===== config.mk =====
export PLATFORM = sky130hd
export DESIGN_NAME = nan_quieter
export DESIGN_NICKNAME = d
export VERILOG_FILES = /design/src/rtl/nanq_pkg.sv /design/src/rtl/nanq_classify.sv /design/src/rtl/nanq_slice.sv /design/src/rtl/nan_quieter.sv
export SDC_FILE = /design/constraint.sdc
export NUM_CORES = 1
export LEC_CHECK = 0
export ABC_AREA = 1
export BUFFER_PORTS_ARGS = -buffer_cell sky130_fd_sc_hd__buf_2
export CORE_AREA = 2 2 77 79
export DETAILED_ROUTE_END_ITERATION = 7
export DIE_AREA = 0 0 79 81
export PLACE_DENSITY = 0.82
export SYNTH_ARGS = -nofsm -noshare
export SYNTH_HDL_FRONTEND = slang
export SYNTH_SLANG_ARGS = --single-unit

===== constraint.sdc =====
create_clock -name vclk -period 1.8
set_input_delay 0.45 -clock vclk [all_inputs]
set_output_delay 0.45 -clock vclk [all_outputs]
set_load 0.01 [all_outputs]

===== src/rtl/nanq_pkg.sv =====
package nanq_pkg;

    localparam int NANQ_WORD_W  = 64;
    localparam int NANQ_NUM_FMT = 4;
    localparam int NANQ_SEL_W   = $clog2(NANQ_NUM_FMT);

    typedef enum logic [NANQ_SEL_W-1:0] {
        FMT_HALF   = 2'd0,
        FMT_BF16   = 2'd1,
        FMT_SINGLE = 2'd2,
        FMT_DOUBLE = 2'd3
    } nanq_fmt_e;

    typedef struct packed {
        logic                   qnan;
        logic                   snan;
        logic [NANQ_WORD_W-1:0] quiet;
        logic [NANQ_WORD_W-1:0] dflt;
    } nanq_res_t;

    function automatic int nanq_exp_bits(input int idx);
        case (idx)
            0:       return 5;
            1:       return 8;
            2:       return 8;
            default: return 11;
        endcase
    endfunction

    function automatic int nanq_frac_bits(input int idx);
        case (idx)
            0:       return 10;
            1:       return 7;
            2:       return 23;
            default: return 52;
        endcase
    endfunction

endpackage


===== src/rtl/nanq_classify.sv =====
module nanq_classify #(
    parameter int EXP_W  = 8,
    parameter int FRAC_W = 23
) (
    input  logic [EXP_W-1:0]  exp_i,
    input  logic [FRAC_W-1:0] frac_i,
    input  logic              msb_signals_i,
    input  logic              snan_off_i,
    output logic              qnan_o,
    output logic              snan_o
);
    localparam int LOW_W = FRAC_W - 1;

    logic exp_sat;
    logic top_bit;
    logic low_nz;
    logic any_nan;
    logic top_class;   // NaN with fraction MSB set
    logic low_class;   // NaN with fraction MSB clear

    always_comb begin
        exp_sat   = &exp_i;
        top_bit   = frac_i[FRAC_W-1];
        low_nz    = |frac_i[LOW_W-1:0];
        any_nan   = exp_sat && (top_bit || low_nz);
        top_class = exp_sat && top_bit;
        low_class = exp_sat && !top_bit && low_nz;
        if (snan_off_i) begin
            qnan_o = any_nan;
            snan_o = 1'b0;
        end else if (msb_signals_i) begin
            qnan_o = low_class;
            snan_o = top_class;
        end else begin
            qnan_o = top_class;
            snan_o = low_class;
        end
    end

    always_comb begin
        if (!(&exp_i)) begin
            p_non_nan_r6: assert (!qnan_o && !snan_o)
                else $error("non-NaN operand flagged");
        end
    end

endmodule


===== src/rtl/nanq_slice.sv =====
module nanq_slice
    import nanq_pkg::*;
#(
    parameter int EXP_W  = 8,
    parameter int FRAC_W = 23
) (
    input  logic [NANQ_WORD_W-1:0] word_i,
    input  logic                   msb_signals_i,
    input  logic                   snan_off_i,
    output nanq_res_t              res_o
);
    localparam int MSB_POS  = FRAC_W - 1;
    localparam int EXP_LSB  = FRAC_W;
    localparam int SIGN_POS = EXP_W + FRAC_W;

    logic q_flag;
    logic s_flag;

    nanq_classify #(
        .EXP_W  (EXP_W),
        .FRAC_W (FRAC_W)
    ) u_cls (
        .exp_i         (word_i[EXP_LSB +: EXP_W]),
        .frac_i        (word_i[FRAC_W-1:0]),
        .msb_signals_i (msb_signals_i),
        .snan_off_i    (snan_off_i),
        .qnan_o        (q_flag),
        .snan_o        (s_flag)
    );

    always_comb begin
        res_o.qnan  = q_flag;
        res_o.snan  = s_flag;
        res_o.quiet = word_i;
        if (s_flag) begin
            if (msb_signals_i) begin
                res_o.quiet[MSB_POS]   = 1'b0;
                res_o.quiet[MSB_POS-1] = 1'b1;
            end else begin
                res_o.quiet[MSB_POS]   = 1'b1;
            end
        end
        res_o.dflt = '0;
        res_o.dflt[EXP_LSB +: EXP_W] = '1;
        if (msb_signals_i) begin
            res_o.dflt[MSB_POS-1:0] = '1;
        end else begin
            res_o.dflt[MSB_POS] = 1'b1;
        end
    end

    always_comb begin
        p_excl_r1: assert (!(q_flag && s_flag))
            else $error("both NaN flags set");
        if (snan_off_i) begin
            p_off_r7: assert (!s_flag)
                else $error("signaling flag while disabled");
        end
        if (!s_flag) begin
            p_pass_r10: assert (res_o.quiet == word_i)
                else $error("quiet word altered");
        end
        if (s_flag && !msb_signals_i) begin
            p_quiet_r8: assert (res_o.quiet[MSB_POS] && (&res_o.quiet[EXP_LSB +: EXP_W]))
                else $error("polarity-0 quieting wrong");
        end
        if (s_flag && msb_signals_i) begin
            p_quiet_r9: assert (!res_o.quiet[MSB_POS] && res_o.quiet[MSB_POS-1])
                else $error("polarity-1 quieting wrong");
        end
        p_dflt_r11: assert ((&res_o.dflt[EXP_LSB +: EXP_W]) && !res_o.dflt[SIGN_POS])
            else $error("default NaN exponent or sign wrong");
    end

endmodule


===== src/rtl/nan_quieter.sv =====
module nan_quieter
    import nanq_pkg::*;
(
    input  logic [NANQ_SEL_W-1:0]  fmt_i,
    input  logic [NANQ_WORD_W-1:0] operand_i,
    input  logic                   msb_signals_i,
    input  logic                   snan_off_i,
    output logic                   is_qnan_o,
    output logic                   is_snan_o,
    output logic [NANQ_WORD_W-1:0] quiet_word_o,
    output logic [NANQ_WORD_W-1:0] dflt_nan_o
);
    nanq_res_t lane_res [NANQ_NUM_FMT];
    nanq_res_t pick;

    for (genvar g = 0; g < NANQ_NUM_FMT; g++) begin : g_fmt
        nanq_slice #(
            .EXP_W  (nanq_exp_bits(g)),
            .FRAC_W (nanq_frac_bits(g))
        ) u_slice (
            .word_i        (operand_i),
            .msb_signals_i (msb_signals_i),
            .snan_off_i    (snan_off_i),
            .res_o         (lane_res[g])
        );
    end

    always_comb begin
        pick         = lane_res[fmt_i];
        is_qnan_o    = pick.qnan;
        is_snan_o    = pick.snan;
        quiet_word_o = pick.quiet;
        dflt_nan_o   = pick.dflt;
    end

endmodule


==> results.cfg <==
[outcome]
status = complete, but fails checks
violations = negative setup slack

[grt]
grt_util_met3_pct = 0.556
grt_pass1_vias = 1830
busiest_layer = met2
grt_use_met1_pct = 16.6
track_usage_pct = 14.7
antenna_found_initial = 0
met2_usage_pct = 29.5
grt_max_degree = 12
grt-ovfl-total = 0
grt_pass1_wl_mm = 7.81

[pwr]
power_per_cell_area_mw_per_mm2 = 229
ir_drop_mv = 0.102
cellLeakagePower_nw = 1.54

[floorplanning]
die_area_mm2 = 0.00640
start_util_pct = 29.8
core_mm2 = 0.00568
die_width_um = 79
row_count = 28
ios = 198
die_h_um = 81

[setup_path]
path_max_fanout = 3
cp-end-kind = output port
worstSetupPathType = in -> out
cp.required_ns = 1.35
cp.arrival_ns = 1.63
cp-start-kind = input port

[yosys]
yosysTopAreaCellShare_pct = 48.8
ys_seq_area_share_pct = 0
syn_nets = 366
avgSynthCellArea_um2 = 5.78
yosys.area_share.simple_pct = 34.4
syn_inst = 293
yosys_warnings = 0
synth_xor_area_share_pct = 0
synth.area.top_cells = buf_4 49%, nand2_1 12%, nor2_1 9.3%
synth_cell_types = 27
synth_adder_area_share_pct = 3.70
synth_top_family_by_area = buffers and inverters
synthMuxAreaShare_pct = 0
synth.cell_area_mm2 = 0.00169
synth.largest_area_cell = buf_4
synth_compound_area_share_pct = 6.50

[hold_path]
hold_path_depth = 0
hp-class = in -> out

[cells_and_area]
fillers = 564
final_cell_count_no_fill = 493
post-route-cell-area_mm2 = 0.00269
nClkBuffers = 0
seq_area_um2 = 0
n_sequential_cell = 0
layout_common_cells = 163 x buf_2, 37 x buf_4, 36 x nand2_1
final_core_util_pct = 47.4
diodes = 0
layout.nets = 493
syn_to_final_growth_pct = 59.0
final_common_cell = buf_2
layout-drive-gt1-share_pct = 72.5

[drt]
wl_mm = 5.65
dr.pass1.iters = 4
drc = 0
viasPerCell = 4.34
wl_per_cell_um = 11.5
ant_nets = 0
drt_iter0_drc = 25
vias = 2140

[placement]
io_buffers = 195
dp.cells = 486
place_ws_ns = -0.315
post-dp-hpwl_mm = 4.32
place_congestion = 0.931
placed_cell_area_mm2 = 0.00219

[sta]
hold_viol = 0
slew_viol_final = 0
post-route-min-period_ns = 2.08
rsz0062_at_grt = true
final.period_utilization_pct = 115
setup_viol = 10
fmaxAchievable_mhz = 482
hold_ws_ns = 0.900
setup_ws_ns = -0.276

[run]
drv_cap = 0

[clock_network]
cts_hold_buf = 0
[worst max-delay path, stage by stage]
cell and delay (ns):
buf_2 0.12, nor2_2 0.07, nand2_1 0.07, nor2_1 0.14, nand2_1 0.08, nor2_2 0.13
nand2_1 0.09, nand2_1 0.09, nand2_2 0.08, nand4_4 0.08, nand3b_1 0.08, buf_2 0.14
[cell families (layout without fill, tap and decap cells)]
kind of cell / after synthesis / count (layout)
adders and majority gates: 5 / 5
and+or+nand+nor: 130 / 130
other: 1 / 1
buffers and inverters: 138 / 263
AOI/OAI and AO/OA: 19 / 19
[path summary, 6_finish.rpt]
| path | slack, ns | end | startpoint |
|---|---|---|---|
| worst min-delay path | 0.90 | quiet_word_o[63] | operand_i[63] |
| worst max-delay path | -0.28 | is_snan_o | operand_i[28] |
[routing by layer]
| layer | up-vias | share of wire, % |
|---|---|---|
| met5 | - | 0 |
| met4 | 0 | 3.9 |
| met3 | 18 | 6.3 |
| met2 | 118 | 54 |
| met1 | 947 | 36 |
| li1 | 1057 | - |
[cells in the mapped netlist (all sizes together)]
| master | n |
|---|---|
| and3 | 2 |
| nor2 | 46 |
| a21oi | 4 |
| buf | 113 |
| o31ai | 1 |
| inv | 25 |
| nand4 | 5 |
| nand3 | 16 |
| and2 | 2 |
| nand2 | 53 |
| o21ai | 12 |
| nand3b | 3 |
| conb | 1 |
| nor3 | 3 |
| ha | 5 |
| o21bai | 2 |
[power by group]
| part | leakage [nW] | total, mW | switching, mW | internal [mW] |
|---|---|---|---|---|
| combinational | 1.54 | 0.615 | 0.315 | 0.300 |
| sequential | 0 | 0 | 0 | 0 |
| clock | 0 | 0 | 0 | 0 |
[cell type report]
| cell class | count | area, um2 | area share (%) |
|---|---|---|---|
| inverters | 25 | 103 | 3.81 |
| multi-input cells | 155 | 973 | 36.2 |
| well taps | 75 | 93.8 | 3.49 |
| repair buffers | 235 | 1500 | 55.7 |
| repair inverters | 3 | 22.5 | 0.837 |
[stage by stage]
step,TNS [ns],power (mW)
after floorplan,0,0.362
after global placement,-2.79,0.493
after detailed placement,-3.59,0.500
after CTS,-1.70,0.545
after global routing,-2.78,0.668
final,-1.88,0.615
[repair_timing]
action,CTS,global route
pin swaps,23,42
setup buffers,2,2
gates cloned,3,0
resized for setup,52,69
endpoints found under the setup margin,40,49
Power figures use the tool's default switching activity.
